$ cat src/rtl/pcal_pkg.sv
package pcal_pkg;
  typedef enum logic [1:0] {CLS_LOW, CLS_HIGH, CLS_UNST} cls_e;
  typedef enum logic [2:0] {
    ST_IDLE, ST_WAIT_HI, ST_WAIT_LO, ST_SLIP, ST_SLIP_WAIT, ST_SWEEP
  } state_e;
  localparam logic [1:0] ERR_NONE    = 2'd0;
  localparam logic [1:0] ERR_NO_LOW  = 2'd1;
  localparam logic [1:0] ERR_NO_HIGH = 2'd2;
  localparam logic [1:0] ERR_NO_EDGE = 2'd3;
endpackage

$ cat src/rtl/pcal_settle_timer.sv
module pcal_settle_timer #(
  parameter int unsigned W = 8
) (
  input  logic         clk_i,
  input  logic         rst_ni,
  input  logic         load_i,
  input  logic [W-1:0] val_i,
  output logic         expired_o
);
  logic [W-1:0] cnt_q;

  always_ff @(posedge clk_i or negedge rst_ni) begin
    if (!rst_ni)           cnt_q <= '0;
    else if (load_i)       cnt_q <= val_i;
    else if (cnt_q != '0)  cnt_q <= cnt_q - 1'b1;
  end

  assign expired_o = (cnt_q == '0);

  AST_SETTLE_COUNTDOWN: assert property (@(posedge clk_i) disable iff (!rst_ni)
    (!load_i && cnt_q != '0) |=> (cnt_q == $past(cnt_q) - 1'b1));
endmodule

$ cat src/rtl/pcal_slip_budget.sv
module pcal_slip_budget #(
  parameter int unsigned SLIP_MAX = 1024
) (
  input  logic clk_i,
  input  logic rst_ni,
  input  logic clr_i,
  input  logic inc_i,
  output logic full_o
);
  localparam int unsigned CW = $clog2(SLIP_MAX + 1);
  logic [CW-1:0] cnt_q;

  always_ff @(posedge clk_i or negedge rst_ni) begin
    if (!rst_ni)     cnt_q <= '0;
    else if (clr_i)  cnt_q <= '0;
    else if (inc_i)  cnt_q <= cnt_q + 1'b1;
  end

  assign full_o = (cnt_q == CW'(SLIP_MAX));

  AST_NO_OVERFLOW: assert property (@(posedge clk_i) disable iff (!rst_ni)
    cnt_q <= CW'(SLIP_MAX));
endmodule

$ cat src/rtl/pcal_classify.sv
module pcal_classify
  import pcal_pkg::*;
(
  input  logic first_i,
  input  logic second_i,
  output cls_e cls_o
);
  always_comb begin
    if (first_i != second_i) cls_o = CLS_UNST;
    else if (first_i)        cls_o = CLS_HIGH;
    else                     cls_o = CLS_LOW;
  end
endmodule

$ cat src/rtl/pulse_phase_cal.sv
module pulse_phase_cal
  import pcal_pkg::*;
#(
  parameter int unsigned DLY_W     = 16,
  parameter int unsigned SETTLE_W  = 8,
  parameter int unsigned INIT_OFS  = 136,
  parameter int unsigned PROBE_GAP = 5,
  parameter int unsigned GUARD     = 17,
  parameter int unsigned SLIP_MAX  = 1024
) (
  input  logic                clk_i,
  input  logic                rst_ni,
  input  logic                start_i,
  input  logic [SETTLE_W-1:0] settle_cyc_i,
  input  logic                sample_i,
  output logic [DLY_W-1:0]    fine_dly_o,
  output logic                slip_o,
  output logic                busy_o,
  output logic                done_o,
  output logic [1:0]          err_o,
  output logic [DLY_W-1:0]    result_o
);
  localparam logic [DLY_W-1:0] OFS_HI = DLY_W'(INIT_OFS);
  localparam logic [DLY_W-1:0] OFS_LO = DLY_W'(INIT_OFS - PROBE_GAP);
  localparam logic [DLY_W-1:0] OFS_GD = DLY_W'(GUARD);

  state_e           state_q, state_d;
  logic [DLY_W-1:0] fine_q, fine_d, res_q, res_d;
  logic             first_q, first_d, ph2_q, ph2_d, done_q, done_d;
  logic [1:0]       err_q, err_d;
  logic             tmr_load, tmr_exp, bud_clr, bud_inc, bud_full;
  cls_e             cls;
  cls_e             target;

  pcal_settle_timer #(.W(SETTLE_W)) u_timer (
    .clk_i, .rst_ni, .load_i(tmr_load), .val_i(settle_cyc_i), .expired_o(tmr_exp)
  );

  pcal_slip_budget #(.SLIP_MAX(SLIP_MAX)) u_budget (
    .clk_i, .rst_ni, .clr_i(bud_clr), .inc_i(bud_inc), .full_o(bud_full)
  );

  pcal_classify u_cls (.first_i(first_q), .second_i(sample_i), .cls_o(cls));

  assign target = ph2_q ? CLS_HIGH : CLS_LOW;

  always_comb begin
    state_d  = state_q;
    fine_d   = fine_q;
    res_d    = res_q;
    first_d  = first_q;
    ph2_d    = ph2_q;
    done_d   = done_q;
    err_d    = err_q;
    tmr_load = 1'b0;
    bud_clr  = 1'b0;
    bud_inc  = 1'b0;
    unique case (state_q)
      ST_IDLE: if (start_i) begin
        done_d   = 1'b0;
        err_d    = ERR_NONE;
        res_d    = '0;
        ph2_d    = 1'b0;
        bud_clr  = 1'b1;
        fine_d   = OFS_HI;
        tmr_load = 1'b1;
        state_d  = ST_WAIT_HI;
      end
      ST_WAIT_HI: if (tmr_exp) begin
        first_d  = sample_i;
        fine_d   = OFS_LO;
        tmr_load = 1'b1;
        state_d  = ST_WAIT_LO;
      end
      ST_WAIT_LO: if (tmr_exp) begin
        if (cls == target) begin
          fine_d   = OFS_HI;
          tmr_load = 1'b1;
          if (!ph2_q) begin
            ph2_d   = 1'b1;
            bud_clr = 1'b1;
            state_d = ST_WAIT_HI;
          end else begin
            state_d = ST_SWEEP;
          end
        end else if (bud_full) begin
          done_d  = 1'b1;
          err_d   = ph2_q ? ERR_NO_HIGH : ERR_NO_LOW;
          state_d = ST_IDLE;
        end else begin
          bud_inc = 1'b1;
          state_d = ST_SLIP;
        end
      end
      ST_SLIP: begin
        tmr_load = 1'b1;
        state_d  = ST_SLIP_WAIT;
      end
      ST_SLIP_WAIT: if (tmr_exp) begin
        fine_d   = OFS_HI;
        tmr_load = 1'b1;
        state_d  = ST_WAIT_HI;
      end
      ST_SWEEP: if (tmr_exp) begin
        if (!sample_i) begin
          res_d   = fine_q + OFS_GD;
          done_d  = 1'b1;
          state_d = ST_IDLE;
        end else if (fine_q <= DLY_W'(1)) begin
          err_d   = ERR_NO_EDGE;
          done_d  = 1'b1;
          state_d = ST_IDLE;
        end else begin
          fine_d   = fine_q - 1'b1;
          tmr_load = 1'b1;
        end
      end
      default: state_d = ST_IDLE;
    endcase
  end

  always_ff @(posedge clk_i or negedge rst_ni) begin
    if (!rst_ni) begin
      state_q <= ST_IDLE;
      fine_q  <= OFS_HI;
      res_q   <= '0;
      first_q <= 1'b0;
      ph2_q   <= 1'b0;
      done_q  <= 1'b0;
      err_q   <= ERR_NONE;
    end else begin
      state_q <= state_d;
      fine_q  <= fine_d;
      res_q   <= res_d;
      first_q <= first_d;
      ph2_q   <= ph2_d;
      done_q  <= done_d;
      err_q   <= err_d;
    end
  end

  assign fine_dly_o = fine_q;
  assign slip_o     = (state_q == ST_SLIP);
  assign busy_o     = (state_q != ST_IDLE);
  assign done_o     = done_q;
  assign err_o      = err_q;
  assign result_o   = res_q;

  AST_SLIP_ONE_CYCLE: assert property (@(posedge clk_i) disable iff (!rst_ni)
    slip_o |=> !slip_o);
  AST_FINE_CEILING: assert property (@(posedge clk_i) disable iff (!rst_ni)
    fine_dly_o <= OFS_HI);
  AST_FINE_NONZERO: assert property (@(posedge clk_i) disable iff (!rst_ni)
    busy_o |-> (fine_dly_o != '0));
  AST_DONE_IDLE: assert property (@(posedge clk_i) disable iff (!rst_ni)
    done_o |-> !busy_o);
  AST_HOLD_OUTCOME: assert property (@(posedge clk_i) disable iff (!rst_ni)
    (done_o && !start_i) |=> (done_o && $stable(result_o) && $stable(err_o)));
  AST_OK_RESULT: assert property (@(posedge clk_i) disable iff (!rst_ni)
    (done_o && err_o == ERR_NONE) |-> (result_o > OFS_GD));
  AST_START_CLEARS: assert property (@(posedge clk_i) disable iff (!rst_ni)
    (!busy_o && start_i) |=> (busy_o && !done_o && err_o == ERR_NONE));
endmodule

$ cat config.mk
export PLATFORM = sky130hd
export DESIGN_NAME = pulse_phase_cal
export DESIGN_NICKNAME = d
export VERILOG_FILES = /design/src/rtl/pcal_pkg.sv /design/src/rtl/pcal_settle_timer.sv /design/src/rtl/pcal_slip_budget.sv /design/src/rtl/pcal_classify.sv /design/src/rtl/pulse_phase_cal.sv
export SDC_FILE = /design/constraint.sdc
export NUM_CORES = 1
export LEC_CHECK = 0
export CORE_ASPECT_RATIO = 0.6
export CORE_MARGIN = 3
export CORE_UTILIZATION = 45
export DETAILED_ROUTE_END_ITERATION = 6
export PLACE_DENSITY_LB_ADDON = 0.05
export SLEW_MARGIN = 20
export SYNTH_ARGS = -nofsm -noshare
export SYNTH_HDL_FRONTEND = slang
export SYNTH_HIERARCHICAL = 1
export SYNTH_SLANG_ARGS = --single-unit
$ cat constraint.sdc
create_clock -name clk_i -period 6.8 [get_ports clk_i]
set_clock_uncertainty 0.05 [all_clocks]
set_input_delay 0.68 -clock clk_i [delete_from_list [all_inputs] [get_ports clk_i]]
set_output_delay 0.68 -clock clk_i [all_outputs]
set_load 0.1 [all_outputs]
==> impl_metrics.env <==
export IMPL_status="complete, no violations"
export IMPL_clk_path_buf_depth=2
export IMPL_r2r_cells=11
export IMPL_drt_wirelength_per_cell_microns=17.2
export IMPL_max_freq_ghz=0.247
export IMPL_r2r_start="u_timer/cnt_q[0]"
export IMPL_dieArea_sq_um=9120
export IMPL_area_growth_pct=22.1
export IMPL_io_pins=49
export IMPL_fin_nets=456
export IMPL_drt_initial_drc_count=473
export IMPL_start_util_pct=47.8
export IMPL_hold_path_class="register to register"
export IMPL_synth_most_common_cell="dfrtp_1"
export IMPL_h_tree_depth=3
export IMPL_p_clk_share_pct=20.8
export IMPL_hold_viol_final=0
export IMPL_die_w_microns=121
export IMPL_arrival_ns=4.22
export IMPL_cts_setup_buffers=0
export IMPL_worstReg2RegEnd="u_budget/cnt_q[10]"
export IMPL_cts_tree="built"
export IMPL_p_leak_nw=1.70
export IMPL_vias_per_cell=5.96
export IMPL_drv_cap=0
export IMPL_internal_power_mw=0.972
export IMPL_min_from="result_o[4]"
export IMPL_period_needed_ns=4.05
export IMPL_antenna_found_initial=0
export IMPL_hold_ws_ns=0.425
export IMPL_dpl_cell_area_sq_um=4100
export IMPL_slew_violations=0
export IMPL_ys_seq_elements=59
export IMPL_slew_headroom_pct=34.6
export IMPL_synth_top_area_cell="dfrtp_1"
export IMPL_rows=24
export IMPL_syn_avg_cell_area_sq_um=8.97
export IMPL_synth_async_reset_ratio_pct=100
export IMPL_hpwl_microns=6620
export IMPL_grt_first_pass_wirelength_microns=15500
export IMPL_comb_power_share_pct=49.4
export IMPL_grt_max_degree=60
export IMPL_diodes=0
export IMPL_drc_errors=0
export IMPL_synth_ff_type="dfrtp_1"
export IMPL_ir_drop_mv=0.321
export IMPL_power_switching_mw=1.05
export IMPL_drt_pass1_iter_count=5
export IMPL_critical_path_class="register to register"
export IMPL_gp_congestion=0.919
export IMPL_start_kind="register"
export IMPL_rsz0062_at_grt="false"
export IMPL_finalCritPeriodShare_pct=59.5
export IMPL_yosysWarnings=6
export IMPL_insertion_delay_ns=0.34
export IMPL_end_kind="register"
export IMPL_num_vias=3256
export IMPL_grt_pass1_vias=2906
export IMPL_cp_required_ns=6.97
export IMPL_min_to="result_o[4]"
export IMPL_cts_buffers=9
export IMPL_clkTransAtPathRegs_ns=0.06
export IMPL_p_sw_share_pct=51.9
export IMPL_cts_hold_buf=0
export IMPL_drtAntennaViolNets=0
export IMPL_cts_sinks=59
export IMPL_track_usage_pct=21.9
export IMPL_reg2reg_slack_ns=2.75
export IMPL_utilization_pct=58.4
export IMPL_wirelength_microns=9370
export IMPL_die_h_microns=75.2
export IMPL_p_total_mw=2.02
export IMPL_clockRootBuffer="clkbuf_16"
export IMPL_portBuffers=48
export IMPL_power_per_cell_area_nw_per_um2=462
export IMPL_worst_slack_ns=2.75
export IMPL_ctsResizeCount=0
export IMPL_post_place_ws_ns=2.81
export IMPL_dp_cells=530
export IMPL_synthTopCellsByCount="57 x dfrtp_1, 47 x nand2_1, 24 x nor2_1"
export IMPL_tightest_slew_ns=0.978
export IMPL_post_layout_nonfiller_instances=546
export IMPL_ys_top_cells_by_area="dfrtp_1 40%, nand2_1 4.9%, o31ai_1 3.1%, o21ai_0 3.1%, nor2_1 2.5%"
export IMPL_synth_cell_types=63
export IMPL_synth_seq_area_share_pct=41.2
export IMPL_synth_edff_count=0
export IMPL_cp_max_fo=14
export IMPL_core_sq_um=7510
export IMPL_setup_viol=0
export IMPL_synth_nets=419
export IMPL_syn_inst=400
export IMPL_stdcell_area_sq_um=4380
export IMPL_synthesis_area_sq_um=3590
export IMPL_tns_ns=0
export IMPL_drive_gt1_share_pct=9.05
export IMPL_synth_top_area_share_pct=39.7
export IMPL_seqPwrFrac_pct=29.8
export IMPL_gr_total_overflow=0
export IMPL_whs_path_depth=2
[cells in the final DEF (no fill, tap or decap), drive strengths merged, types with 13 or more instances in the layout]
master and instances:
o31ai 16, or3 13, dfrtp 57, nand2 47, o21ai 24, inv 18, clkdlybuf4s50 47, a21oi 15
nor2 24
[how the worst max path moves through the flow]
| stage | from | endpoint | slack (ns) | depth (start not counted) |
|---|---|---|---|---|
| 2_1_floorplan | u_timer/cnt_q[0] | u_budget/cnt_q[10] | 3.07 | 12 |
| 3_3_place_gp | u_timer/cnt_q[0] | u_budget/cnt_q[10] | 3.01 | 11 |
| 3_5_place_dp | u_timer/cnt_q[0] | u_budget/cnt_q[10] | 2.81 | 11 |
| 4_1_cts | u_timer/cnt_q[0] | u_budget/cnt_q[10] | 2.80 | 11 |
| 5_1_grt | u_timer/cnt_q[0] | u_budget/cnt_q[10] | 2.45 | 11 |
| 6_report | u_timer/cnt_q[0] | u_budget/cnt_q[10] | 2.75 | 11 |
[cell type report]
cell class / count / area, sq um
fill: 667 / 3130
multi-input combinational: 298 / 1920
sequential: 59 / 1480
timing repair buffer: 52 / 505
clock buffer: 9 / 225
tap: 104 / 130
inverter: 17 / 63.8
clock inverter: 7 / 53.8
[per-layer routing]
metal / track usage [%] / wire length (microns)
met1: 35.5 / 5160
met2: 27.6 / 3440
met3: 5.11 / 652
met4: 7.83 / 116
met5: 0 / 0
[cells by family (layout without fill, tap and decap cells)]
family	after synthesis	in the layout	synth area share, %
xor gates and xnor gates	18	18	4.39
adders and majority gates	7	7	2.44
and+or+nand+nor	163	163	24.3
AOI/OAI and AO/OA	106	106	21.2
DFF	59	59	41.2
muxes	4	4	1.19
buffers and inverters	43	85	5.20
[worst max-delay path, cell delays in order, from the launching register on]
cell and delay, ns:
dfrtp_1 0.41, inv_1 0.09, ha_1 0.23, or3b_1 0.47, nor2_1 0.60, inv_1 0.19, or4_1 0.63, o21ai_0 0.18
buf_4 0.24, o21ai_2 0.12, nor4_1 0.33, mux2_2 0.37
[power groups by stage]
stage,Sequential (mW),Clock [mW],Combinational (mW)
2_1_floorplan,0.920,0,0.429
3_3_place_gp,0.598,0,0.990
3_5_place_dp,0.603,0,0.992
4_1_cts,0.597,0.428,0.997
5_1_grt,0.623,0.443,1.06
6_report,0.602,0.421,0.998
[flip-flops by register name, indices dropped and copies added, names as in the netlist]
name / flops
ph2_q: 1
state_q: 3
u_timer/cnt_q: 8
result_o: 16
u_budget/cnt_q: 11
done_o: 1
first_q: 1
fine_dly_o: 16
err_o: 2
Note: power is estimated with default switching activity, not from simulation.
